## src/rtl/flash_copy_pkg.sv

```systemverilog
package flash_copy_pkg;
    localparam int unsigned HDR_BYTES = 4;
    localparam logic [7:0]  OP_READ   = 8'h03;

    typedef enum logic [2:0] {
        ST_IDLE,
        ST_OPEN,
        ST_SHIFT,
        ST_GAP
    } eng_state_t;
endpackage

```

## src/rtl/spi_byte_shifter.sv

```systemverilog
module spi_byte_shifter #(
    parameter int unsigned SCK_HALF = 2
) (
    input  logic       clk,
    input  logic       rst_n,
    input  logic       kick_i,
    input  logic [7:0] tx_i,
    input  logic       miso_i,
    output logic       sck_o,
    output logic       mosi_o,
    output logic       done_o,
    output logic [7:0] rx_o
);
    localparam int unsigned DIV_W = (SCK_HALF > 1) ? $clog2(SCK_HALF) : 1;

    typedef struct packed {
        logic             active;
        logic             sck;
        logic [DIV_W-1:0] div;
        logic [2:0]       bitn;
        logic [7:0]       tx;
        logic [7:0]       rx;
        logic             done;
    } shift_t;

    shift_t sh_q, sh_d;

    always_comb begin
        sh_d      = sh_q;
        sh_d.done = 1'b0;
        if (!sh_q.active) begin
            if (kick_i) begin
                sh_d.active = 1'b1;
                sh_d.tx     = tx_i;
                sh_d.sck    = 1'b0;
                sh_d.div    = '0;
                sh_d.bitn   = '0;
            end
        end else if (sh_q.div == DIV_W'(SCK_HALF - 1)) begin
            sh_d.div = '0;
            if (!sh_q.sck) begin
                sh_d.sck = 1'b1;
                sh_d.rx  = {sh_q.rx[6:0], miso_i};
            end else begin
                sh_d.sck = 1'b0;
                if (sh_q.bitn == 3'd7) begin
                    sh_d.active = 1'b0;
                    sh_d.done   = 1'b1;
                end else begin
                    sh_d.bitn = sh_q.bitn + 3'd1;
                    sh_d.tx   = {sh_q.tx[6:0], 1'b0};
                end
            end
        end else begin
            sh_d.div = sh_q.div + DIV_W'(1);
        end
    end

    always_ff @(posedge clk or negedge rst_n) begin
        if (!rst_n) sh_q <= '0;
        else        sh_q <= sh_d;
    end

    assign sck_o  = sh_q.sck;
    assign mosi_o = sh_q.tx[7];
    assign done_o = sh_q.done;
    assign rx_o   = sh_q.rx;

    // a new byte is only requested while the shifter is idle
    p_kick_when_idle_r1: assert property (@(posedge clk) disable iff (!rst_n)
        sh_q.active |-> !kick_i);
    // MOSI holds steady while SCK is high
    p_mosi_stable_r1: assert property (@(posedge clk) disable iff (!rst_n)
        (sh_q.sck && $past(sh_q.sck)) |-> $stable(mosi_o));
endmodule

```

## src/rtl/gap_timer.sv

```systemverilog
module gap_timer #(
    parameter int unsigned GAP_CYCLES = 100
) (
    input  logic clk,
    input  logic rst_n,
    input  logic load_i,
    output logic expired_o
);
    localparam int unsigned CW = $clog2(GAP_CYCLES + 1);

    logic [CW-1:0] cnt_q, cnt_d;

    always_comb begin
        if (load_i)          cnt_d = CW'(GAP_CYCLES);
        else if (cnt_q != 0) cnt_d = cnt_q - CW'(1);
        else                 cnt_d = cnt_q;
    end

    always_ff @(posedge clk or negedge rst_n) begin
        if (!rst_n) cnt_q <= '0;
        else        cnt_q <= cnt_d;
    end

    assign expired_o = (cnt_q == '0);

    // a freshly loaded gap is never reported as elapsed
    p_gap_loaded_r6: assert property (@(posedge clk) disable iff (!rst_n)
        load_i |=> !expired_o);
endmodule

```

## src/rtl/flash_copy_engine.sv

```systemverilog
module flash_copy_engine
    import flash_copy_pkg::*;
#(
    parameter int unsigned DEST_W     = 32,
    parameter int unsigned LEN_W      = 16,
    parameter int unsigned CHUNK_MAX  = 60,
    parameter int unsigned SCK_HALF   = 2,
    parameter int unsigned GAP_CYCLES = 100
) (
    input  logic              clk,
    input  logic              rst_n,
    input  logic              start_i,
    input  logic [23:0]       flash_addr_i,
    input  logic [DEST_W-1:0] dest_addr_i,
    input  logic [LEN_W-1:0]  length_i,
    output logic              busy_o,
    output logic              done_o,
    output logic              spi_cs_n_o,
    output logic              spi_sck_o,
    output logic              spi_mosi_o,
    input  logic              spi_miso_i,
    output logic              wr_valid_o,
    output logic [DEST_W-1:0] wr_addr_o,
    output logic [7:0]        wr_data_o
);
    localparam int unsigned CH_W  = $clog2(CHUNK_MAX + 1);
    localparam int unsigned IDX_W = $clog2(CHUNK_MAX + HDR_BYTES + 1);

    typedef struct packed {
        eng_state_t        st;
        logic [23:0]       flash;
        logic [DEST_W-1:0] dest;
        logic [LEN_W-1:0]  remain;
        logic [CH_W-1:0]   chunk;
        logic [IDX_W-1:0]  idx;
        logic              cs_n;
        logic              done;
        logic              wr_valid;
        logic [DEST_W-1:0] wr_addr;
        logic [7:0]        wr_data;
    } eng_t;

    eng_t e_q, e_d;

    logic       kick;
    logic [7:0] kick_byte;
    logic       gap_load;
    logic       gap_expired;
    logic       sh_done;
    logic [7:0] sh_rx;
    logic       sck;

    spi_byte_shifter #(.SCK_HALF(SCK_HALF)) i_shifter (
        .clk    (clk),
        .rst_n  (rst_n),
        .kick_i (kick),
        .tx_i   (kick_byte),
        .miso_i (spi_miso_i),
        .sck_o  (sck),
        .mosi_o (spi_mosi_o),
        .done_o (sh_done),
        .rx_o   (sh_rx)
    );

    gap_timer #(.GAP_CYCLES(GAP_CYCLES)) i_gap (
        .clk       (clk),
        .rst_n     (rst_n),
        .load_i    (gap_load),
        .expired_o (gap_expired)
    );

    function automatic logic [7:0] header_byte(input logic [IDX_W-1:0] i,
                                               input logic [23:0] a);
        case (i)
            IDX_W'(0): return OP_READ;
            IDX_W'(1): return a[23:16];
            IDX_W'(2): return a[15:8];
            IDX_W'(3): return a[7:0];
            default:   return 8'h00;
        endcase
    endfunction

    always_comb begin
        e_d          = e_q;
        e_d.done     = 1'b0;
        e_d.wr_valid = 1'b0;
        kick         = 1'b0;
        kick_byte    = 8'h00;
        gap_load     = 1'b0;
        unique case (e_q.st)
            ST_IDLE: begin
                if (start_i) begin
                    if (length_i == '0) begin
                        e_d.done = 1'b1;
                    end else begin
                        e_d.flash  = flash_addr_i;
                        e_d.dest   = dest_addr_i;
                        e_d.remain = length_i;
                        e_d.st     = ST_OPEN;
                    end
                end
            end
            ST_OPEN: begin
                e_d.chunk = (e_q.remain > LEN_W'(CHUNK_MAX)) ? CH_W'(CHUNK_MAX)
                                                             : CH_W'(e_q.remain);
                e_d.idx   = '0;
                e_d.cs_n  = 1'b0;
                kick      = 1'b1;
                kick_byte = header_byte('0, e_q.flash);
                e_d.st    = ST_SHIFT;
            end
            ST_SHIFT: begin
                if (sh_done) begin
                    if (e_q.idx >= IDX_W'(HDR_BYTES)) begin
                        e_d.wr_valid = 1'b1;
                        e_d.wr_addr  = e_q.dest;
                        e_d.wr_data  = sh_rx;
                        e_d.dest     = e_q.dest + DEST_W'(1);
                    end
                    if (e_q.idx == IDX_W'(e_q.chunk) + IDX_W'(HDR_BYTES - 1)) begin
                        e_d.cs_n   = 1'b1;
                        e_d.remain = e_q.remain - LEN_W'(e_q.chunk);
                        e_d.flash  = e_q.flash + 24'(e_q.chunk);
                        gap_load   = 1'b1;
                        e_d.st     = ST_GAP;
                    end else begin
                        e_d.idx   = e_q.idx + IDX_W'(1);
                        kick      = 1'b1;
                        kick_byte = header_byte(e_q.idx + IDX_W'(1), e_q.flash);
                    end
                end
            end
            ST_GAP: begin
                if (gap_expired) begin
                    if (e_q.remain == '0) begin
                        e_d.done = 1'b1;
                        e_d.st   = ST_IDLE;
                    end else begin
                        e_d.st   = ST_OPEN;
                    end
                end
            end
            default: e_d.st = ST_IDLE;
        endcase
    end

    always_ff @(posedge clk or negedge rst_n) begin
        if (!rst_n) begin
            e_q      <= '0;
            e_q.st   <= ST_IDLE;
            e_q.cs_n <= 1'b1;
        end else begin
            e_q <= e_d;
        end
    end

    assign busy_o     = (e_q.st != ST_IDLE);
    assign done_o     = e_q.done;
    assign spi_cs_n_o = e_q.cs_n;
    assign spi_sck_o  = sck;
    assign wr_valid_o = e_q.wr_valid;
    assign wr_addr_o  = e_q.wr_addr;
    assign wr_data_o  = e_q.wr_data;

    // checker state: clocks spent with chip select high, saturating
    logic [15:0] cs_high_q;
    always_ff @(posedge clk or negedge rst_n) begin
        if (!rst_n)                 cs_high_q <= 16'hFFFF;
        else if (!e_q.cs_n)         cs_high_q <= '0;
        else if (cs_high_q != '1)   cs_high_q <= cs_high_q + 16'd1;
    end

    // minimum deselect time before every frame
    p_cs_gap_r6: assert property (@(posedge clk) disable iff (!rst_n)
        $fell(e_q.cs_n) |-> (cs_high_q >= 16'(GAP_CYCLES)));
    // a live frame has a nonzero piece no larger than the limit
    p_chunk_max_r2: assert property (@(posedge clk) disable iff (!rst_n)
        !e_q.cs_n |-> (e_q.chunk != '0 && e_q.chunk <= CH_W'(CHUNK_MAX)));
    // serial clock stays low while deselected
    p_sck_idle_r1: assert property (@(posedge clk) disable iff (!rst_n)
        e_q.cs_n |-> !sck);
    // empty request finishes at once with no frame
    p_zero_len_r8: assert property (@(posedge clk) disable iff (!rst_n)
        (e_q.st == ST_IDLE && start_i && length_i == '0) |=> (done_o && spi_cs_n_o));
    // data bytes are written only out of an open frame
    p_wr_in_frame_r4: assert property (@(posedge clk) disable iff (!rst_n)
        wr_valid_o |-> !$past(e_q.cs_n));
    // done never repeats on consecutive cycles
    p_done_pulse_r7: assert property (@(posedge clk) disable iff (!rst_n)
        done_o |=> !done_o);
endmodule

```

## config.mk

```make
export PLATFORM = sky130hd
export DESIGN_NAME = flash_copy_engine
export DESIGN_NICKNAME = d
export VERILOG_FILES = /design/src/rtl/flash_copy_pkg.sv /design/src/rtl/spi_byte_shifter.sv /design/src/rtl/gap_timer.sv /design/src/rtl/flash_copy_engine.sv
export SDC_FILE = /design/constraint.sdc
export NUM_CORES = 1
export LEC_CHECK = 0
export BUFFER_PORTS_ARGS = -buffer_cell sky130_fd_sc_hd__buf_2
export CAP_MARGIN = 20
export CORE_ASPECT_RATIO = 0.7
export CORE_MARGIN = 8
export CORE_UTILIZATION = 40
export DETAILED_ROUTE_END_ITERATION = 12
export GPL_TIMING_DRIVEN = 0
export PLACE_DENSITY = 0.6
export SYNTH_ARGS = -nofsm -noshare
export SYNTH_HDL_FRONTEND = slang
export SYNTH_HIERARCHICAL = 1
export SYNTH_SLANG_ARGS = --single-unit
```

## constraint.sdc

```tcl
create_clock -name clk -period 8.7 [get_ports clk]
set_clock_uncertainty 0.2 [all_clocks]
set_input_delay 1.74 -clock clk [delete_from_list [all_inputs] [get_ports clk]]
set_output_delay 1.74 -clock clk [all_outputs]
set_load 0.01 [all_outputs]
```

==> summary.md <==
| Metric | Value |
|---|---|
| Status | `finished, final reports clean` |
| CTS clk-pin slew, worst paths | `60 ps` |
| Grt peak-use layer | `met1` |
| Initial antenna violation count | `1` |
| Final antenna-violating net count | `0` |
| DRT Wirelength | `28.64 mm` |
| FMAX | `202.9 MHz` |
| RR Endpoint | `e_q[95]` |
| Root Driver | `clkbuf_16` |
| Post-synthesis sequential area ratio | `0.4236` |
| Ys flop type | `dfrtp_1` |
| Final hold violations | `0` |
| Syn Inst Count | `about 1,000` |
| I/O Pins | `~120` |
| Drt pass-1 iters | `7` |
| Final setup violation count | `0` |
| Longest Clk Path Bufs | `2` |
| Vias in the first global route | `7,757` |
| Starting density of the core | `0.4039` |
| GR Util met3 | `0.04836` |
| Die Wd | `199.8 um` |
| Worst path required time | `roughly 8900 ps` |
| Type of the worst min-delay path | `register to register` |
| Layout Area Growth over Synthesis | `17.24%` |
| Cts repair resizes | `0` |
| Synth cell types | `79` |
| Startpoint types | `primary input` |
| Yosys Warn Count | `6` |
| Max incr delay on CP | `approximately 950 ps` |
| Hold Startpoint | `wr_addr_o[2]` |
| Arrival time worst endpoint | `a little over 5000 ps` |
| CP startpoint | `length_i[0]` |
| GPL Wtd Cong | `between 0.8 and 0.9` |
| Vias | `8,289` |
| Buffer count from post-CTS setup fixing | `0` |
| EDFF count, synth | `0` |
| MaxCap Viol Count | `0` |
| # DRC | `0` |
| Start of the worst register-to-register path | `e_q[129]` |
| Flops & latches, synth | `160` |
| Layout cells sized above 1 | `0.2539` |
| Wire length per cell | `19.62 um` |
| Min-Delay Endpoint | `wr_addr_o[2]` |
| Die Y | `144.6 um` |
| Hold buffer count at cts | `0` |
| Worst path most repeated cell | `clkbuf_1` |
| First-pass GRT wire length | `44.41 mm` |
| CP Cell Sequence | `buf_2 > nor4b_1 > nand4_1 > o211ai_1 > clkbuf_1 > clkbuf_1 > o21ai_0 > a31oi_1` |
| Total Routing Usage GR | `0.1997` |
| Critical path's slowest cell | `o211ai_1` |
| M1 GR Usage | `0.3070` |
| Largest fanout on the critical path | `10` |
| M2 GR Usage | `0.2659` |
| Multi-input logic area | `around 4700 sq um` |
| DR vias/cell | `between 5 and 6` |
| Iteration-0 DRC Markers | `approximately 840` |
| Clock latency at the later pin of the worst-skew pair | `450 ps` |
| Worst R2R Path Depth | `9` |
| Setup repair after global routing missed its margin | `no` |
| Net count after synthesis | `1,092` |
| Antenna cells | `0` |
| Dpl hpwl | `21.07 mm` |
| Layout filler cell count | `2,284` |
| Worst-Margin Slew | `1076 ps` |
| CTS H-tree lvls | `4` |
| Setup TNS | `0 ps` |
| Post-synth ARST share | `1.000` |
| Relative slew slack | `0.2795` |
| Syn_area_per_cell | `9.579 sq um` |
| Setup Crit Path Kind | `primary input to register` |
| Synth Cell Area | `9454 sq um` |
| Leakage power figure | `between 0.005 and 0.006 uW` |
| Die ar. | `between 20,000 and 30,000 sq um` |
| Row cnt | `47` |
| FF-to-FF setup slack | `4430 ps` |
| Layout net count | `1,234` |
| Port bufs | `roughly 120` |
| CTS Sinks | `160` |
| Seq. cell area | `roughly 4000 sq um` |
| CTS tree | `done` |
| Final cell count without fillers | `1,460` |
| Largest net degree at the start of global routing | `roughly 110` |
| Overflow left after global routing | `0` |
| Core box area | `23,400 sq um` |
| P per Cell Area | `between 100 and 150 nW/um^2` |
| TritonCTS buffer count | `17` |
| Placed instance count | `1,428` |
| Final Cycle Share | `0.5666` |
| Hold Path Depth | `1` |
| Worst vdd ir | `0.1449 mV` |
| Tmin final | `4929 ps` |
| Final Max Slew Viols | `0` |
| CP Capture Type | `register` |
==> worst max path at each step <==
stage	endpoint	slack [ps]	cells after the start
6_report	e_q[95]	3770	8
3_3_place_gp	wr_valid_o	3030	1
3_5_place_dp	e_q[95]	3430	8
4_1_cts	e_q[95]	3870	8
5_1_grt	e_q[95]	3610	8
2_1_floorplan	e_q[97]	4860	8
==> cell usage after synthesis, types with 7 or more instances <==
library cell | n | share of area
a222oi_1 | 15 | 0.016
buf_4 | 48 | 0.038
nand2b_1 | 8 | 0.0053
inv_1 | 37 | 0.015
and2_1 | 8 | 0.0053
nor2_1 | 89 | 0.035
nor4_1 | 13 | 0.0086
o21a_1 | 11 | 0.0087
mux2_4 | 9 | 0.014
nor3_1 | 30 | 0.016
nor2b_1 | 10 | 0.0066
a221o_1 | 8 | 0.0085
and3_1 | 15 | 0.0099
a21oi_1 | 60 | 0.032
nand3_1 | 29 | 0.015
o22ai_1 | 7 | 0.0046
nand4_1 | 10 | 0.0066
or3_1 | 9 | 0.0060
a31oi_1 | 12 | 0.0079
o21ai_0 | 52 | 0.028
a21o_1 | 9 | 0.0071
ha_1 | 27 | 0.036
a211oi_1 | 12 | 0.0095
a22oi_1 | 15 | 0.012
mux2_2 | 54 | 0.064
nand2_1 | 68 | 0.027
clkbuf_1 | 34 | 0.013
mux2i_1 | 10 | 0.011
a22o_1 | 9 | 0.0083
dfrtp_1 | 159 | 0.42
==> metal layers <==
| metal | share of wire | up-vias |
|---|---|---|
| li1 | - | 3887 |
| met1 | 0.50 | 4037 |
| met2 | 0.40 | 322 |
| met3 | 0.085 | 41 |
| met4 | 0.017 | 2 |
| met5 | 0.00031 | - |
==> registers in the layout, indices dropped and copies added (netlist names), 7 cells and up <==
| signal | count |
|---|---|
| e_q | 87 |
| i_gap/cnt_q | 7 |
| i_shifter/rx_o | 8 |
| i_shifter/sh_q | 12 |
| wr_addr_o | 32 |
| wr_data_o | 8 |
==> critical path: cells and delay by family <==
kind | cells | cell delay (ps)
simple gates | 2 | 910
buf+inv | 3 | 1070
compound gates | 3 | 1340
==> kinds of logic (layout without fill, tap and decap cells) <==
family                   count (synthesis)  count (layout)  share of synthesized area
AO/OA/AOI/OAI                          265             265                     0.1934
XOR/XNOR                                 8               8                   0.007412
adder cells (fa/ha/maj)                 29              29                    0.03997
buffers and inverters                  131             286                    0.07425
flip-flops                             160             160                     0.4236
multiplexers                            73              73                    0.08920
AND/OR/NAND/NOR                        321             321                     0.1722
==> per-stage QoR <==
step	utilization	worst slack (ps)	hold WS (ps)	instance area (sq um)	total power (uW)
after floorplan	-	4864	258.2	9454	759.9
after global placement	0.4468	3029	281.8	10460	798.8
after detailed placement	0.4486	3429	294.0	10500	800.5
after CTS	0.4736	3874	308.5	11080	1565
after global routing	0.4736	3608	313.8	11080	1599
final	0.4736	3771	304.8	11080	1549
==> cells in the final DEF (no fill, tap or decap), drive strengths merged, types with 27 or more instances in the layout <==
master  instances
mux2           63
dfrtp         159
ha             27
buf           183
nor3           30
a21oi          60
inv            39
o21ai          55
nand2          69
nand3          31
clkbuf         58
nor2           89
==> power breakdown <==
part	switching [uW]	internal, uW	total (uW)
logic	26.2	14.8	41.0
clock network	317	446	764
registers	0.236	744	744
total	344	1210	1550
==> cell type report <==
class                           count  area share
Timing Repair Buffer              123     0.05847
Buffer                             94     0.05080
Tap cell                          318     0.03590
Inverter                           37     0.01253
Clock buffer                       24     0.04346
Sequential cell                   160      0.3613
Multi-Input combinational cell    696      0.4283
Clock inverter                      8    0.009256
(Power assumes the default switching activity.)
